**src/rtl/dacld_pkg.sv**
```systemverilog
package dacld_pkg;

    localparam int CODE_W_DEF = 12;
    localparam int SYNC_DEF   = 2;

    // Sampled pin bundle, carried through the synchronizer as one word
    typedef struct packed {
        logic cs_n;
        logic sclk;
        logic din;
        logic ld_n;
    } pins_t;

    localparam pins_t PINS_IDLE = '{cs_n: 1'b1, sclk: 1'b0, din: 1'b0, ld_n: 1'b1};

    function automatic logic is_rise(input logic now_v, input logic old_v);
        return now_v & ~old_v;
    endfunction

    function automatic logic is_fall(input logic now_v, input logic old_v);
        return ~now_v & old_v;
    endfunction

endpackage

```
**src/rtl/dacld_sync.sv**
```systemverilog
module dacld_sync
    import dacld_pkg::*;
#(
    parameter int STAGES = SYNC_DEF
) (
    input  logic  clk,
    input  logic  rst,
    input  pins_t raw,
    output pins_t cur
);
    pins_t chain [STAGES];

    generate
        for (genvar g = 0; g < STAGES; g++) begin : g_stage
            always_ff @(posedge clk) begin
                if (rst)
                    chain[g] <= PINS_IDLE;
                else if (g == 0)
                    chain[g] <= raw;
                else
                    chain[g] <= chain[(g == 0) ? 0 : g - 1];
            end
        end
    endgenerate

    assign cur = chain[STAGES-1];
endmodule

```
**src/rtl/dacld_shift.sv**
```systemverilog
module dacld_shift
    import dacld_pkg::*;
#(
    parameter int FRAME_W = 2 * CODE_W_DEF
) (
    input  logic               clk,
    input  logic               rst,
    input  logic               cs_n,
    input  logic               sclk,
    input  logic               din,
    output logic [FRAME_W-1:0] frame,
    output logic               dout_bit,
    output logic               dout_oe
);
    logic sclk_d, cs_d;
    logic active, sclk_rise, sclk_fall, cs_fall;

    assign active    = ~cs_n;
    assign sclk_rise = is_rise(sclk, sclk_d);
    assign sclk_fall = is_fall(sclk, sclk_d);
    assign cs_fall   = is_fall(cs_n, cs_d);

    always_ff @(posedge clk) begin
        if (rst) begin
            sclk_d   <= 1'b0;
            cs_d     <= 1'b1;
            frame    <= '0;
            dout_bit <= 1'b1;
        end else begin
            sclk_d <= sclk;
            cs_d   <= cs_n;
            if (active && sclk_rise)
                frame <= {frame[FRAME_W-2:0], din};
            if (cs_fall || (active && sclk_fall))
                dout_bit <= frame[FRAME_W-1];
        end
    end

    assign dout_oe = active;

    AST_FRAME_FROZEN: assert property (@(posedge clk) disable iff (rst)
        cs_n |=> $stable(frame));

    AST_DOUT_ONLY_SELECTED: assert property (@(posedge clk) disable iff (rst)
        !$stable(dout_bit) |-> $past(!cs_n));
endmodule

```
**src/rtl/dacld_latch.sv**
```systemverilog
module dacld_latch
    import dacld_pkg::*;
#(
    parameter int CODE_W = CODE_W_DEF
) (
    input  logic                clk,
    input  logic                rst,
    input  logic                cs_n,
    input  logic                ld_n,
    input  logic [2*CODE_W-1:0] frame,
    output logic [CODE_W-1:0]   code_a,
    output logic [CODE_W-1:0]   code_b
);
    logic upd;

    // Level rule: deselected with load low; covers both wiring modes
    assign upd = cs_n & ~ld_n;

    always_ff @(posedge clk) begin
        if (rst) begin
            code_a <= '0;
            code_b <= '0;
        end else if (upd) begin
            code_b <= frame[2*CODE_W-1:CODE_W];
            code_a <= frame[CODE_W-1:0];
        end
    end

    AST_HOLD_WHILE_SELECTED: assert property (@(posedge clk) disable iff (rst)
        !cs_n |=> $stable({code_b, code_a}));

    AST_HOLD_LOAD_HIGH: assert property (@(posedge clk) disable iff (rst)
        ld_n |=> $stable({code_b, code_a}));
endmodule

```
**src/rtl/dual_dac_loader.sv**
```systemverilog
module dual_dac_loader
    import dacld_pkg::*;
#(
    parameter int CODE_W = CODE_W_DEF,
    parameter int SYNC_N = SYNC_DEF
) (
    input  logic              clk,
    input  logic              rst,
    input  logic              cs_n,
    input  logic              sclk,
    input  logic              sdi,
    input  logic              load_n,
    output logic [CODE_W-1:0] code_a,
    output logic [CODE_W-1:0] code_b,
    output logic              sdo_pull,
    output logic              sdo_en
);
    localparam int FRAME_W = 2 * CODE_W;

    pins_t raw, cur;
    logic [FRAME_W-1:0] frame;
    logic dout_bit;

    assign raw = '{cs_n: cs_n, sclk: sclk, din: sdi, ld_n: load_n};

    dacld_sync #(.STAGES(SYNC_N)) u_sync (
        .clk(clk), .rst(rst), .raw(raw), .cur(cur)
    );

    dacld_shift #(.FRAME_W(FRAME_W)) u_shift (
        .clk(clk), .rst(rst), .cs_n(cur.cs_n), .sclk(cur.sclk), .din(cur.din),
        .frame(frame), .dout_bit(dout_bit), .dout_oe(sdo_en)
    );

    dacld_latch #(.CODE_W(CODE_W)) u_latch (
        .clk(clk), .rst(rst), .cs_n(cur.cs_n), .ld_n(cur.ld_n), .frame(frame),
        .code_a(code_a), .code_b(code_b)
    );

    assign sdo_pull = sdo_en & ~dout_bit;

    AST_CODES_MOVE_TOGETHER_DESELECTED: assert property (@(posedge clk) disable iff (rst)
        (!$stable(code_a) || !$stable(code_b)) |-> $past(cur.cs_n));
endmodule

```
**config.mk**
```make
export PLATFORM = sky130hd
export DESIGN_NAME = dual_dac_loader
export DESIGN_NICKNAME = d
export VERILOG_FILES = /design/src/rtl/dacld_pkg.sv /design/src/rtl/dacld_sync.sv /design/src/rtl/dacld_shift.sv /design/src/rtl/dacld_latch.sv /design/src/rtl/dual_dac_loader.sv
export SDC_FILE = /design/constraint.sdc
export NUM_CORES = 1
export LEC_CHECK = 0
export CAP_MARGIN = 0
export CORE_MARGIN = 2
export CORE_UTILIZATION = 25
export CTS_CLUSTER_DIAMETER = 80
export DETAILED_ROUTE_END_ITERATION = 16
export MAX_ROUTING_LAYER = met4
export PLACE_DENSITY_LB_ADDON = 0.08
export SLEW_MARGIN = 0
export SYNTH_ARGS = -nofsm -noshare
export SYNTH_HDL_FRONTEND = slang
export SYNTH_HIERARCHICAL = 1
export SYNTH_SLANG_ARGS = --single-unit
```
**constraint.sdc**
```tcl
create_clock -name clk -period 1.8 [get_ports clk]
set_clock_uncertainty 0.15 [all_clocks]
set_input_delay 0.45 -clock clk [delete_from_list [all_inputs] [get_ports clk]]
set_output_delay 0.45 -clock clk [all_outputs]
set_load 0.02 [all_outputs]
```
Word level (Yosys, flattened, before mapping)
Memories as Yosys holds them, arrays and structs flattened.
Index checks and enable logic that the tools add are counted.
Word-level totals
  flip-flop bits (word level): 51
  memory bits (writable): 8
  input port bits: 6
  output and inout port bits: 26
  memories: 1
Operators by class
  muxes and demuxes: 5
  bitwise gates (word level): 12
  reductions and logical operators: 3
Memories
  u_sync.chain: words 2, bits a word 4, read ports 2, clocked after Yosys merged registers in 0, write ports 2, line dacld_sync.sv:11  | pins_t chain [STAGES];
Operator list (count)
  4-bit 2-to-1 mux: 2
  1-bit AND: 5
  1-bit NOT: 5
  1-bit 2-to-1 mux: 3
  1-bit logical AND: 2
  1-bit OR: 2
  1-bit logical OR: 1

Depth between registers and ports, before layout
  word-level depth: 4
  gate-level depth with buffers: 5
  mapped depth without buffers: 3

By module
Netlist, hierarchy kept.
Modules (own cells, without submodules)
  dacld_latch: instances 1, cells an instance 108, area each 1168.6 µm², seq. area each 480.5 µm²
  dacld_shift: instances 1, cells an instance 117, area each 955.9 µm², seq. area each 540.5 µm²
  dacld_sync: instances 1, cells an instance 16, area each 210.2 µm², seq. area each 160.2 µm²
  dual_dac_loader: instances 1, cells an instance 1, area each 13.8 µm², seq. area each 0.0 µm²

Worst setup path before layout
Ideal clock, no wire load.
  kind: register to register
  from: memory u_sync/chain[1][3] (netlist name)
  to: register u_shift.frame[0]
  arrival: 1121 ps
  data required time: 1518 ps
  path slack: 397 ps
  cell stages (with the launch flop): 6
  buffers on the path: 2
  clock period less this slack: 1403 ps
  cells stage by stage: dfxtp_1 > or3b_1 > buf_2 > buf_6 > nand2_1 > a21oi_1
RTL lines
  start: declaration: line dacld_sync.sv:11
  end signal: assignment: line dacld_shift.sv:33  | frame <= {frame[FRAME_W-2:0], din};
  end: declaration: line dacld_shift.sv:11  | output logic [FRAME_W-1:0] frame,

==> results.yml <==
worst_setup_path:
  crit_arrival_ns: 1.12
  cp_cell_sequence: "inv_1 > nor2b_4 > clkdlybuf4s15_1"
  crit-reg2reg-launch: "u_sync/chain[1][3]$_SDFF_PP1_"
  crit_path_start_kind: "flop"
  crit_slowest_cell: "dfxtp_1"
  path_max_fanout: 3
  crit_required_ns: 1.20
  crit_buf_inv: 2
  max_stage_delay_ns: 0.31
  crit_family: "buffers and inverters"
  worstSetupPathType: "reg -> out"
  critPathLaunch: "u_sync/chain[1][3]$_SDFF_PP1_"
  critPathCaptureType: "output pin"
  r2r_slack_ns: 0.21
global_route:
  antenna_found_initial: 0
  grt_pass1_wl_mm: 8.64
  grt_usage: 0.113
  grt-ovfl-total: 0
  grt_pass1_vias: 1767
  grt_max_degree: 55
die:
  die_h_um: 101
  fp.dieW_um: 101
  start_util: 0.255
  core_sq_um: 9200
  num_io_pins: 32
  dieArea_sq_um: 10200
  rows: 35
job:
  max_cap_viol_count: 0
yosys:
  synth.distinct_cells: 21
  netlist_area_sq_um: 2350
  syn_nets: 248
  synth_area_per_cell_sq_um: 9.70
  synthTopCellsByArea: "dfxtp_1, nand4bb_1, nand2_1, o21ai_2, nand2b_1"
  ys_ff_latch: 59
  synth_cells: 242
  ys_seq_area_frac: 0.503
  synth_area_leader_cell: "dfxtp_1"
  synth_top_area_frac: 0.503
  yosysWarningCount: 6
worst_hold_path:
  worstHoldStart: "u_sync/chain[0][3]$_SDFF_PP1_"
  hold_class: "reg -> reg"
drt:
  drt_wl_total_mm: 5.04
  detail_route.first_pass.iterations: 4
  route.vias.total: 1729
  antenna_left: 0
  drtIter0Drc: 74
  vias_per_cell: 4.44
  route.detailed.drc: 0
  avgRoutedWirePerCell_um: 13.0
timing:
  fmax_ghz: 0.581
  final-setup-viol-count: 0
  fin_crit_sh: 0.956
  final_hold_viol_count: 0
  maxSlewViolCount: 0
  worst_pin_slew_ns: 0.319
  setup_tns_ns: 0
  rsz0062_at_grt: "no"
  slew_headroom: 0.788
  fin_crit_ns: 1.72
  worst_slack_ns: 0.0786
clocking:
  htreeDepth: 3
  cts_made_buffers: 9
  cts_buffer_depth: 2
  cts_tree: "done"
  clkTransAtPathRegs_ns: 0.06
  cts_root_buf: "clkbuf_8"
  clock_sinks: 59
  worstSkewPairLatency_ns: 0.33
final_layout:
  nets: 279
  fin_cells: 389
  syn2layout_area_growth_pct: 24.3
  drive_gt1_frac: 0.165
  diodes: 0
run_status:
  outcome: "completed"
place:
  placed_cells: 373
  io_buffer_count: 31
  globalplace.congestion: 0.669
  place_hpwl_mm: 2.92
  place_ws_ns: 0.116
pwr:
  vdd_ir_drop_max_v: 0.000278
  p_leak_nw: 1.11
  power_density_nw_per_um2: 860
==> worst register-to-register path, delay by kind of cell (launching register included) <==
kind	cells	cell delay (ns)
compound gates	1	0.06
buf+inv	2	0.46
flops	1	0.31
simple gates	2	0.50
==> layout by cell type (no fill, tap or decap), types with 2 or more instances in the layout <==
cell type	Yosys	final
a21oi_1	24	24
buf_12	0	3
buf_4	1	5
clkbuf_1	9	3
clkbuf_8	0	11
clkdlybuf4s50_1	0	4
clkinv_2	0	2
dfxtp_1	59	59
dlygate4sd2_1	0	25
nand2_1	48	48
nand2b_1	24	24
nand4bb_1	24	24
nor2_1	2	2
nor2b_1	6	6
o21ai_0	5	5
o21ai_2	20	20
or2_1	4	4
==> state kept, by name (all words and copies together) (netlist names) <==
| name | flops |
|---|---|
| u_shift/frame | 24 |
| u_latch/code_a | 12 |
| u_shift/dout_bit | 1 |
| u_shift/sclk_d | 1 |
| u_shift/cs_d | 1 |
| u_sync/chain | 8 |
| u_latch/code_b | 12 |
==> through the flow <==
step	hold WS, ns	utilization	area (sq um)	power, mW
3_5_place_dp	0.242	0.302	2780	1.47
3_3_place_gp	0.235	0.302	2780	1.47
6_report	0.253	0.318	2920	2.51
5_1_grt	0.260	0.318	2920	2.62
2_1_floorplan	0.233	-	2350	1.43
4_1_cts	0.244	0.317	2920	2.58
==> repair_timing <==
item                       in CTS  in global routing
setup buffers                   0                  0
resized for setup              26                  1
setup endpoints to repair      26                  1
hold buffers                    0                  0
==> cell type report <==
class,count,area (sq um)
inverter,1,3.75
multi-input combinational,163,1050
tap,111,139
timing repair buffer,39,372
fill,1011,6280
sequential,59,1180
clock buffer,14,163
clock inverter,2,10.0
==> cells by family after synthesis <==
group,synth area share
AOI/OAI and AO/OA,0.136
and+or+nand+nor,0.307
DFF,0.503
muxes,0.00426
buffers and inverters,0.0490
==> worst paths after layout <==
| path | to | depth (start not counted) |
|---|---|---|
| hold reg to reg | u_sync/chain[1][3]$_SDFF_PP1_ | 1 |
| hold / removal | u_sync/chain[1][3]$_SDFF_PP1_ | 1 |
| setup / recovery | sdo_pull | 3 |
| setup reg to reg | u_shift/frame[21]$_SDFFE_PP0P_ | 5 |
==> metal layers <==
| layer | vias up | share of wire | GRT usage |
|---|---|---|---|
| li1 | 881 | - | - |
| met1 | 809 | 0.50 | 0.140 |
| met2 | 27 | 0.44 | 0.162 |
| met3 | 12 | 0.035 | 0.0305 |
| met4 | 0 | 0.029 | 0.0717 |
| met5 | - | 0 | - |
==> cells in the mapped netlist (all sizes together) <==
master and n:
o21ai 25, clkbuf 9, nor3b 1, dfxtp 59, buf 10, nand2b 24, inv 1, nand2 48
nor2b 7, or3b 1, a21oi 24, and2b 1, or2 5, nor2 2, nand4bb 24, mux2i 1
==> power by group <==
part,internal (mW),switching [mW],leakage [nW],total (mW)
registers,1.32,0.00443,0.477,1.32
logic,0.0538,0.0591,0.538,0.113
clock network,0.572,0.506,0.0905,1.08
total,1.94,0.569,1.11,2.51
(Power assumes the default switching activity.)
